## config.mk

```make
export PLATFORM = sky130hd
export DESIGN_NAME = lifo_stack
export DESIGN_NICKNAME = d
export VERILOG_FILES = /design/src/rtl/stk_pkg.sv /design/src/rtl/stk_mem.sv /design/src/rtl/stk_ctrl.sv /design/src/rtl/lifo_stack.sv
export SDC_FILE = /design/constraint.sdc
export NUM_CORES = 1
export LEC_CHECK = 0
export CAP_MARGIN = 20
export CORE_MARGIN = 2
export CORE_UTILIZATION = 30
export CTS_CLUSTER_DIAMETER = 80
export DETAILED_ROUTE_END_ITERATION = 6
export PLACE_DENSITY_LB_ADDON = 0.08
export SYNTH_ARGS = -nofsm -noshare
export SYNTH_HDL_FRONTEND = slang
export SYNTH_HIERARCHICAL = 1
export SYNTH_SLANG_ARGS = --single-unit
```

## constraint.sdc

```tcl
create_clock -name clk -period 2.42 [get_ports clk]
set_input_delay 0.363 -clock clk [delete_from_list [all_inputs] [get_ports clk]]
set_output_delay 0.363 -clock clk [all_outputs]
set_load 0.005 [all_outputs]
```

## src/rtl/stk_pkg.sv

```systemverilog
package stk_pkg;

    typedef enum logic [1:0] {
        OP_IDLE  = 2'd0,
        OP_PUSH  = 2'd1,
        OP_POP   = 2'd2,
        OP_CLASH = 2'd3
    } stk_op_e;

    // Both requests together resolve to a clash, which is a no-op.
    function automatic stk_op_e decode_op(input logic push, input logic pop);
        stk_op_e op;
        case ({pop, push})
            2'b01:   op = OP_PUSH;
            2'b10:   op = OP_POP;
            2'b11:   op = OP_CLASH;
            default: op = OP_IDLE;
        endcase
        return op;
    endfunction

endpackage

```

## src/rtl/stk_mem.sv

```systemverilog
module stk_mem #(
    parameter int DATA_W = 8,
    parameter int DEPTH  = 11,
    parameter int AW     = 4
) (
    input  logic              clk,
    input  logic              rst_n,
    input  logic              wr_en,
    input  logic [AW-1:0]     wr_addr,
    input  logic [DATA_W-1:0] wr_data,
    input  logic              rd_en,
    input  logic [AW-1:0]     rd_addr,
    output logic [DATA_W-1:0] rd_data
);

    logic [DATA_W-1:0] cell_q [DEPTH];
    logic [DATA_W-1:0] rd_d, rd_q;

    always_ff @(posedge clk) begin
        if (wr_en) begin
            cell_q[wr_addr] <= wr_data;
        end
    end

    // Output word changes only on an accepted read; otherwise it holds.
    always_comb begin
        rd_d = rd_q;
        if (rd_en) begin
            rd_d = cell_q[rd_addr];
        end
    end

    always_ff @(posedge clk or negedge rst_n) begin
        if (!rst_n) begin
            rd_q <= '0;
        end else begin
            rd_q <= rd_d;
        end
    end

    assign rd_data = rd_q;

endmodule

```

## src/rtl/stk_ctrl.sv

```systemverilog
module stk_ctrl #(
    parameter int DEPTH = 11,
    parameter int SP_W  = 4,
    parameter int AW    = 4
) (
    input  logic            clk,
    input  logic            rst_n,
    input  logic            push_req,
    input  logic            pop_req,
    output logic            wr_en,
    output logic [AW-1:0]   wr_addr,
    output logic            rd_en,
    output logic [AW-1:0]   rd_addr,
    output logic [SP_W-1:0] sp,
    output logic            full,
    output logic            empty,
    output logic            err
);

    import stk_pkg::*;

    localparam logic [SP_W-1:0] SP_BOTTOM = SP_W'(DEPTH);
    localparam logic [SP_W-1:0] SP_ONE    = SP_W'(1);

    typedef struct packed {
        logic [SP_W-1:0] sp;
        logic            full;
        logic            empty;
        logic            err;
    } ctl_t;

    ctl_t            st_d, st_q;
    logic [SP_W-1:0] sp_dn, sp_up;
    stk_op_e         op;

    always_comb begin
        op      = decode_op(push_req, pop_req);
        sp_dn   = st_q.sp - SP_ONE;
        sp_up   = st_q.sp + SP_ONE;
        st_d    = st_q;
        st_d.err = 1'b0;
        wr_en   = 1'b0;
        rd_en   = 1'b0;
        wr_addr = AW'(sp_dn);
        rd_addr = AW'(st_q.sp);
        case (op)
            OP_PUSH: begin
                if (st_q.full) begin
                    st_d.err = 1'b1;
                end else begin
                    wr_en      = 1'b1;
                    st_d.sp    = sp_dn;
                    st_d.full  = (sp_dn == '0);
                    st_d.empty = 1'b0;
                end
            end
            OP_POP: begin
                if (st_q.empty) begin
                    st_d.err = 1'b1;
                end else begin
                    rd_en      = 1'b1;
                    st_d.sp    = sp_up;
                    st_d.empty = (sp_up == SP_BOTTOM);
                    st_d.full  = 1'b0;
                end
            end
            default: ;
        endcase
    end

    always_ff @(posedge clk or negedge rst_n) begin
        if (!rst_n) begin
            st_q.sp    <= SP_BOTTOM;
            st_q.full  <= 1'b0;
            st_q.empty <= 1'b1;
            st_q.err   <= 1'b0;
        end else begin
            st_q <= st_d;
        end
    end

    assign sp    = st_q.sp;
    assign full  = st_q.full;
    assign empty = st_q.empty;
    assign err   = st_q.err;

endmodule

```

## src/rtl/lifo_stack.sv

```systemverilog
module lifo_stack #(
    parameter int DATA_W = 8,
    parameter int DEPTH  = 11,
    localparam int SP_W  = $clog2(DEPTH + 1),
    localparam int AW    = SP_W
) (
    input  logic              clk,
    input  logic              rst_n,
    input  logic              push_req,
    input  logic              pop_req,
    input  logic [DATA_W-1:0] din,
    output logic [DATA_W-1:0] dout,
    output logic [SP_W-1:0]   sp,
    output logic              full,
    output logic              empty,
    output logic              err
);

    logic          wr_en, rd_en;
    logic [AW-1:0] wr_addr, rd_addr;

    stk_ctrl #(.DEPTH(DEPTH), .SP_W(SP_W), .AW(AW)) u_ctrl (
        .clk     (clk),
        .rst_n   (rst_n),
        .push_req(push_req),
        .pop_req (pop_req),
        .wr_en   (wr_en),
        .wr_addr (wr_addr),
        .rd_en   (rd_en),
        .rd_addr (rd_addr),
        .sp      (sp),
        .full    (full),
        .empty   (empty),
        .err     (err)
    );

    stk_mem #(.DATA_W(DATA_W), .DEPTH(DEPTH), .AW(AW)) u_mem (
        .clk    (clk),
        .rst_n  (rst_n),
        .wr_en  (wr_en),
        .wr_addr(wr_addr),
        .wr_data(din),
        .rd_en  (rd_en),
        .rd_addr(rd_addr),
        .rd_data(dout)
    );

endmodule

```

# Word-level counts from Yosys, hierarchy flattened
# Memories as Yosys holds them, arrays and structs flattened. A register that Yosys moved wholly into a read port is not among the register bits.
# Cells that the tools add are included.
# word_totals
register_bits	7
inputBits	12
mem_count	1
elab_cells	33
out_inout_bits	15
ramBits	88
# op_classes
eq_ne	8
add_sub_neg	2
n_mux	12
reduce_logical	6
# memory_table
memory	words	width	read_ports	rd_clocked_by_memory_dff	write_ports	line	text
u_mem.cell_q	11	8	1	1	1	stk_mem.sv:16	logic [DATA_W-1:0] cell_q [DEPTH];
# op_table
operator	n
$pmux 7 s2	1
$mux 6	2
$mux 1	8
$eq 2x2->1 const B	3
$pmux 2 s3	1
$add 4x1->4 const B	1
$eq 2x1->1 const B	2
$eq 4x4->1 const B	1
$logic_not 4->1	1
$ne 2x2->1 const B	2
$reduce_and 2->1	2
$sub 4x1->4 const B	1
$reduce_and 3->1	1
$reduce_bool 2->1	1
$logic_not 1->1	1

# Logic depth before layout (Yosys ltp)
# Gate-level depths: netlist of the first run.
# depth
depth_word	6
depth_mapped	8
depth_no_buf	6

# Cells and area by module
# The synthesis of the first run kept the hierarchy.
# modules_own_cells
mod	area_per_inst_um2	cells_per_inst	n_inst	seq_area_each_um2
stk_mem	3724.8	225	1	2842.7
stk_ctrl	618.1	71	1	180.2

# Worst setup path before layout of the first run
# No wires, ideal clock.
# synth_timing
path_kind	reg-to-reg
from	register u_ctrl/rd_addr[0] (netlist name)
to	memory u_mem.cell_q[0][0], enable pin
n_path_buf	0
stages_incl_launch_ff	6
setup_ns	0.383
period_less_slack_ns	2.626
path_slack_ns	-0.206
arrival_ns	2.243
required_ns	2.037
path_cell_list	dfstp_2 > inv_1 > ha_1 > xor2_1 > or3b_1 > nor3_1
# synth_between
elab_chain_len	1
# synth_rtl
item	line	text
$sub 4x1->4	stk_ctrl.sv:38	sp_dn = st_q.sp - SP_ONE;
via wr_addr[0]	lifo_stack.sv:20	logic [AW-1:0] wr_addr, rd_addr;
end: declaration	stk_mem.sv:16	
# The timed path passes the listed nets, and every way through them passes these cells.

# Final worst setup path of the first run
# layout_timing
from	register u_ctrl/rd_addr[0] (netlist name)
to	memory u_mem.cell_q[3][5], enable pin
# layout_between
elab_chain_len	1
# layout_rtl
item	line
$sub 4x1->4	stk_ctrl.sv:38
via wr_addr[0]	lifo_stack.sv:20
# The timed path passes the listed nets, and every way through them passes these cells.

==> summary.md, run 1 <==
| Metric | Value |
|---|---|
| Area of the multi-input gates | 1200 um2 |
| CTS tree | built |
| Area leader, netlist | edfxtp_1 |
| Total Power | 4470 uW |
| Outcome | finished clean |
| Fin. Hold Viols | 0 |
| Setup violators final | 0 |
| Synthesis warning total | 6 |
| Crit path time final | 2.19 ns |
| Sink Count | 103 |
| Slew HR | 52.5% |
| DRC | 0 |
| CTS Hold Bufs | 0 |
| Die Y | 124 um |
| Comb power frac | 18.6% |
| Clk root buf | clkbuf_16 |
| Iteration-0 DRC Markers | 185 |
| Leak Pwr | 0.00175 uW |
| Cells after synthesis | 296 |
| Antenna Violating Nets Remaining | 0 |
| IO Pins | 27 |
| RSZ-0062 raised after global routing | false |
| Setup TNS Final | 0 ns |
| Synth Cell Area | 4340 um2 |
| Global-route wire length before repair | 15700 um |
| Layout cells sized above 1 | 14.5% |
| Drt first pass iters | 5 |
| Synth cell types | 41 |
| Worst Setup End Kind | register |
| Syn_nets | 314 |
| Post-cts resize count | 0 |
| Core ar. | 14000 um2 |
| Design internal power | 3310 uW |
| HPWL after DPL | 6990 um |
| Hold crit path type | in2async |
| Routed length per instance | 18.9 um |
| Pin count of the biggest net entering global routing | 23 |
| Row count | 43 |
| Required @ worst endpoint | 2.48 ns |
| Drt total wl | 9940 um |
| Worst EP arrival | 2.25 ns |
| FF+latch count, synth | 103 |
| Layout Cells excl Fill | 525 |
| Clock skew | 0.00586 ns |
| Clk slew on worst S/H paths | 0.07 ns |
| Die area | 15500 um2 |
| Inst Count DP | 509 |
| Register area share after synthesis | 69.6% |
| Effective utilization at floorplan | 31.0% |
| Gr ovfl total | 0 |
| Clock latency on the worst-skew pair | 0.35 ns |
| PD cells | 854 nW/um2 |
| P&R area growth vs syn | 20.6% |
| Clock buffer depth | 2 |
| Kind of critical path | reg2reg |
| Seq pwr share | 46.9% |
| Clock power share | 34.5% |
| Htree depth | 3 |
| Initial antenna violation count | 0 |
| Post-DR vias/cell | 4.75 |
| Worst vdd ir | 0.415 mV |
| CTS buffer count | 9 |
| Max-slew violations | 0 |
| NetSw | 1160 uW |
| Syn avg cell area | 14.7 um2 |
| Fin nets | 358 |
| Most area-consuming cells after synthesis | edfxtp_1 (61%), mux2i_1 (8.3%), dfrtp_1 (6.3%) |
| Vias in the first global route | 2616 |
| # Max-Cap Violations | 0 |
| CP startpoint kind | register |
| Hold Slack | 0.432 ns |
| Via count | 2496 |
| Fillers | 1362 |
| Maximum clock frequency | 457 MHz |
| Port Buffers | 26 |
| Peak fanout along the critical path | 8 |
| Die X | 124 um |
| All-Layer GR Usage | 13.6% |
| Sw Ratio | 25.9% |
| Share of the synthesized area in the top cell type | 60.8% |
| Post-CTS Setup Bufs | 0 |
| Ant diodes | 0 |
| FF/Latch Area | 3020 um2 |
| Worst-Margin Slew | 0.710 ns |
| Gpl congestion | 0.726 |
| Period utilization | 90.4% |
==> cell type report <==
class	instances	share of cell area (%)
timing repair buffer	52	8.70
clock inverter	4	1.48
tap	180	4.30
inverter	6	0.430
sequential	103	57.7
multi-input combinational	168	22.8
clock buffer	12	4.52
==> flip-flops by register name, summed over array words and instances (netlist names) <==
name,count
u_mem/rd_data,8
u_ctrl/empty,1
u_ctrl/full,1
u_mem/cell_q,88
u_ctrl/err,1
u_ctrl/rd_addr,4
==> cells in the mapped netlist (all sizes together) <==
| library cell | count |
|---|---|
| ha | 6 |
| mux4 | 2 |
| edfxtp | 88 |
| nand2b | 4 |
| nor2b | 2 |
| xnor2 | 2 |
| nand3 | 9 |
| o31ai | 2 |
| nor3 | 13 |
| mux2i | 36 |
| or3 | 1 |
| xor2 | 2 |
| a21oi | 11 |
| a31oi | 2 |
| clkbuf | 4 |
| or2 | 2 |
| o21ai | 17 |
| nand2 | 8 |
| o21a | 1 |
| o22ai | 14 |
| or3b | 3 |
| and2b | 2 |
| dfstp | 4 |
| inv | 6 |
| o22a | 1 |
| dfrtp | 11 |
| nor2 | 21 |
| nor3b | 1 |
| nand3b | 3 |
| and3b | 1 |
| buf | 15 |
| a22oi | 2 |
==> critical path: stages (launching register included) <==
cell and delay (ns):
dfstp_2 0.58, inv_1 0.07, ha_1 0.24, xor2_1 0.16, or3b_1 0.48, nor2_1 0.16, buf_4 0.19
==> layout by cell type (no fill, tap or decap), drive strengths merged <==
cell	instances
nand2	8
o22ai	14
a22oi	2
dfrtp	11
nor3	13
mux4	2
clkbuf	12
clkdlybuf4s50	26
nor2	21
and2b	2
nor2b	2
xnor2	2
buf	26
or3	1
nand3	9
o31ai	2
nor3b	1
or2	2
o21a	1
or3b	3
and3b	1
o22a	1
nand2b	4
clkinv	1
inv	7
bufinv	2
mux2i	36
o21ai	17
a31oi	2
dfstp	4
a21oi	11
edfxtp	88
ha	6
xor2	2
nand3b	3
==> stage by stage <==
step                      area (um2)  util (%)  worst slack, ns
final                           5240      37.4            0.232
after global routing            5240      37.4            0.125
after CTS                       5240      37.4            0.231
after detailed placement        4920      35.2            0.132
after global placement          4920      35.2            0.142
after floorplan                 4350         -         -0.00338
==> kinds of logic (layout without fill, tap and decap cells) <==
group           after synthesis  count (layout)  synth area share (%)
buf+inv                      25              74                  2.97
compound gates               50              50                  6.97
mux                          38              38                  9.42
flops                       103             103                  69.6
xor+xnor                      4               4                 0.807
simple gates                 70              70                  8.50
fa+ha+maj                     6               6                  1.73
==> power by group through the flow <==
stage	combinational, uW	clock [uW]	sequential (uW)
2_1_floorplan	482	0	2130
3_3_place_gp	838	0	2140
3_5_place_dp	835	0	2140
4_1_cts	839	1600	2100
5_1_grt	906	1670	2110
6_report	833	1540	2100
==> layer usage <==
| layer | track usage, % | up-vias | share of wire [%] |
|---|---|---|---|
| met5 | 0 | - | 0 |
| met4 | 4.16 | 0 | 1.2 |
| met3 | 3.95 | 11 | 3.2 |
| met2 | 20.6 | 45 | 46 |
| met1 | 18.9 | 1236 | 50 |
| li1 | - | 1204 | - |
==> path summary, 6_finish.rpt <==
check | cells past startpoint | endpoint | slack [ns] | from
worst max register to register | 6 | u_mem/cell_q[3][5] | 0.23 | u_ctrl/rd_addr[0]
worst min register to register | 2 | u_ctrl/empty | 0.52 | u_ctrl/empty
worst max-delay path | 6 | u_mem/cell_q[3][5] | 0.23 | u_ctrl/rd_addr[0]
min in group clk | 2 | u_ctrl/empty | 0.52 | u_ctrl/empty
max in group asynchronous | 1 | u_ctrl/rd_addr[2] | 1.50 | rst_n
worst min-delay path | 1 | u_ctrl/err | 0.43 | rst_n
(Power assumes the default switching activity.)
==> run 2, diff against run 1 <==
Settings changed: CORE_ASPECT_RATIO set to 0.75.
==> run 2 against run 1 <==
Compared with the run above:
- largest cell class unchanged
- worst setup slack worse by 0.036 ns
- clock skew grew 0.0035 ns
- register-to-register slack better by 0.02 ns
- clock power about the same
- utilization down 0.42 points
- via count up 0.36%
- non-clock buffer count down 1
- sequential share of layout area fell by 0.65 points
- highest routed layer unchanged
- die area about the same
- cell count up 3.6%
==> summary.md, run 2 (synthesis results as in run 1) <==
| Metric | Value |
|---|---|
| FF/Latch Area | 3020 um2 (unchanged) |
| Clock buffer depth | 2 (unchanged) |
| Effective utilization at floorplan | 30.3% (was 31.0%) |
| Largest Register | u_mem/cell_q (unchanged) |
| Drt first pass iters | 4 (was 5) |
| Clk slew on worst S/H paths | 0.08 ns (was 0.07 ns) |
| NetSw | 1230 uW (was 1160 uW) |
| Worst-Margin Slew | 0.775 ns (was 0.710 ns) |
| Kind of critical path | reg2out (was reg2reg) |
| RSZ-0062 raised after global routing | false (unchanged) |
| CTS Hold Bufs | 0 (unchanged) |
| Fin. Hold Viols | 0 (unchanged) |
| Layout cells sized above 1 | 15.1% (was 14.5%) |
| Ant diodes | 0 (unchanged) |
| Maximum clock frequency | 450 MHz (was 457 MHz) |
| PnR worst setup slack | 0.196 ns (was 0.232 ns) |
| Vias in the first global route | 2506 (was 2616) |
| DRC | 0 (unchanged) |
| Fillers | 1371 (was 1362) |
| Sink Count | 103 (unchanged) |
| Routed length per instance | 19.4 um (was 18.9 um) |
| Layout Cells excl Fill | 544 (was 525) |
| CTS buffer count | 9 (unchanged) |
| Clock latency on the worst-skew pair | 0.34 ns (was 0.35 ns) |
| Die Y | 108 um (was 124 um) |
| Antenna Violating Nets Remaining | 0 (unchanged) |
| Commonest non-fill, non-tap cell in the layout | edfxtp_1 (unchanged) |
| Fin nets | 357 (was 358) |
| Worst Setup End Kind | primary output (was register) |
| Core ar. | 14300 um2 (was 14000 um2) |
| Area of the multi-input gates | 1200 um2 (unchanged) |
| Post-placement setup slack | 0.154 ns (was 0.132 ns) |
| Pin count of the biggest net entering global routing | 30 (was 23) |
| Worst vdd ir | 0.391 mV (was 0.415 mV) |
| Row count | 38 (was 43) |
| Commonest non-fill, non-tap cells in the layout | edfxtp_1 (88), mux2i_1 (36), clkdlybuf4s50_1 (26) (was edfxtp_1 (88), mux2i_1 (36), clkdlybuf4s50_1 (26), buf_4 (26), nor2_1 (21)) |
| Required @ worst endpoint | 2.06 ns (was 2.48 ns) |
| CTS tree | built (unchanged) |
| Inst Count DP | 528 (was 509) |
| Hold crit path type | in2async (unchanged) |
| Reg2reg start | u_ctrl/rd_addr[0] (unchanged) |
| Slew HR | 48.2% (was 52.5%) |
| Largest register FFs | 88 (unchanged) |
| Drt total wl | 10500 um (was 9940 um) |
| Iteration-0 DRC Markers | 204 (was 185) |
| Gpl congestion | 0.765 (was 0.726) |
| Peak fanout along the critical path | 16 (was 8) |
| Global-route wire length before repair | 15900 um (was 15700 um) |
| Port Buffers | 26 (unchanged) |
| Max-slew violations | 0 (unchanged) |
| Sw Ratio | 27.4% (was 25.9%) |
| P&R area growth vs syn | 22.0% (was 20.6%) |
| Setup TNS Final | 0 ns (unchanged) |
| Clk root buf | clkbuf_16 (unchanged) |
| HPWL after DPL | 7340 um (was 6990 um) |
| Worst setup startpoint | u_ctrl/rd_addr[3] (was u_ctrl/rd_addr[0]) |
| Die X | 143 um (was 124 um) |
| CP startpoint kind | register (unchanged) |
| Leak Pwr | 0.00177 uW (was 0.00175 uW) |
| Post-CTS Setup Bufs | 0 (unchanged) |
| Post-cts resize count | 0 (unchanged) |
| Clock skew | 0.00931 ns (was 0.00586 ns) |
| Via count | 2505 (was 2496) |
| Gr ovfl total | 0 (unchanged) |
| Worst Reg-to-Reg Cells | 6 (unchanged) |
| Worst EP arrival | 1.86 ns (was 2.25 ns) |
| Comb power frac | 19.1% (was 18.6%) |
| PD cells | 848 nW/um2 (was 854 nW/um2) |
| All-Layer GR Usage | 14.3% (was 13.6%) |
| Htree depth | 3 (unchanged) |
| Crit path time final | 2.22 ns (was 2.19 ns) |
| IO Pins | 27 (unchanged) |
| Die area | 15500 um2 (about the same) |
| Final Core Density | 37.0% (was 37.4%) |
| # Max-Cap Violations | 0 (unchanged) |
| Clock power share | 34.2% (was 34.5%) |
| Period utilization | 91.9% (was 90.4%) |
| Post-DR vias/cell | 4.60 (was 4.75) |
| Design internal power | 3260 uW (was 3310 uW) |
| Initial antenna violation count | 1 (was 0) |
| Setup violators final | 0 (unchanged) |
| Seq pwr share | 46.7% (was 46.9%) |
| Outcome | finished clean (unchanged) |
==> run 2: changes by cell type in the layout (fill, tap and decap cells not counted), sizes merged <==
cell    before  now
bufinv       2    0
clkinv       1    3
buf         26   25
clkbuf      12   11
inv          7    8
==> run 2: metrics by stage <==
step / power, uW / instance area [um2] / hold WS, ns
final: 4490 / 5300 / 0.473
after global routing: 4690 / 5300 / 0.509
after CTS: 4540 / 5300 / 0.485
after detailed placement: 3000 / 4970 / 0.505
after global placement: 3010 / 4970 / 0.498
after floorplan: 2610 / 4350 / 0.0674
==> run 2: worst paths after layout <==
| kind | end | slack (ns) |
|---|---|---|
| worst max register to register | u_mem/cell_q[3][4] | 0.25 |
| min in group clk | u_ctrl/empty | 0.51 |
| worst min-delay path | u_mem/rd_data[4] | 0.47 |
| worst min register to register | u_ctrl/empty | 0.51 |
| max in group asynchronous | u_ctrl/rd_addr[0] | 1.33 |
| worst max-delay path | sp[3] | 0.20 |
==> run 2: cell type report <==
cell class,count,share of cell area (%)
flip-flops and latches,103,57.1
clock buffers,11,5.20
clock inverters,5,1.06
inverters,6,0.425
multi-input cells,168,22.6
well taps,200,4.72
repair buffers,51,8.93
==> run 2: metal layers <==
layer	wire length (um)	share of wire [%]	vias up	GRT usage (%)
met1	5700	54	1266	21.6
li1	-	-	1203	-
met5	0	0	-	0
met4	49	0.46	0	2.76
met2	4590	44	32	21.2
met3	197	1.9	4	3.19
==> run 2: power by group through the flow <==
| stage | logic (uW) | clock network [uW] | registers [uW] |
|---|---|---|---|
| final | 859 | 1530 | 2100 |
| after global routing | 937 | 1640 | 2110 |
| after CTS | 866 | 1580 | 2100 |
| after detailed placement | 864 | 0 | 2140 |
| after global placement | 871 | 0 | 2140 |
| after floorplan | 482 | 0 | 2130 |
==> run 2: critical path, cell delays in order (launching register included) <==
cell and delay [ns]:
dfstp_2 0.76, buf_4 0.24, clkdlybuf4s50_1 0.52
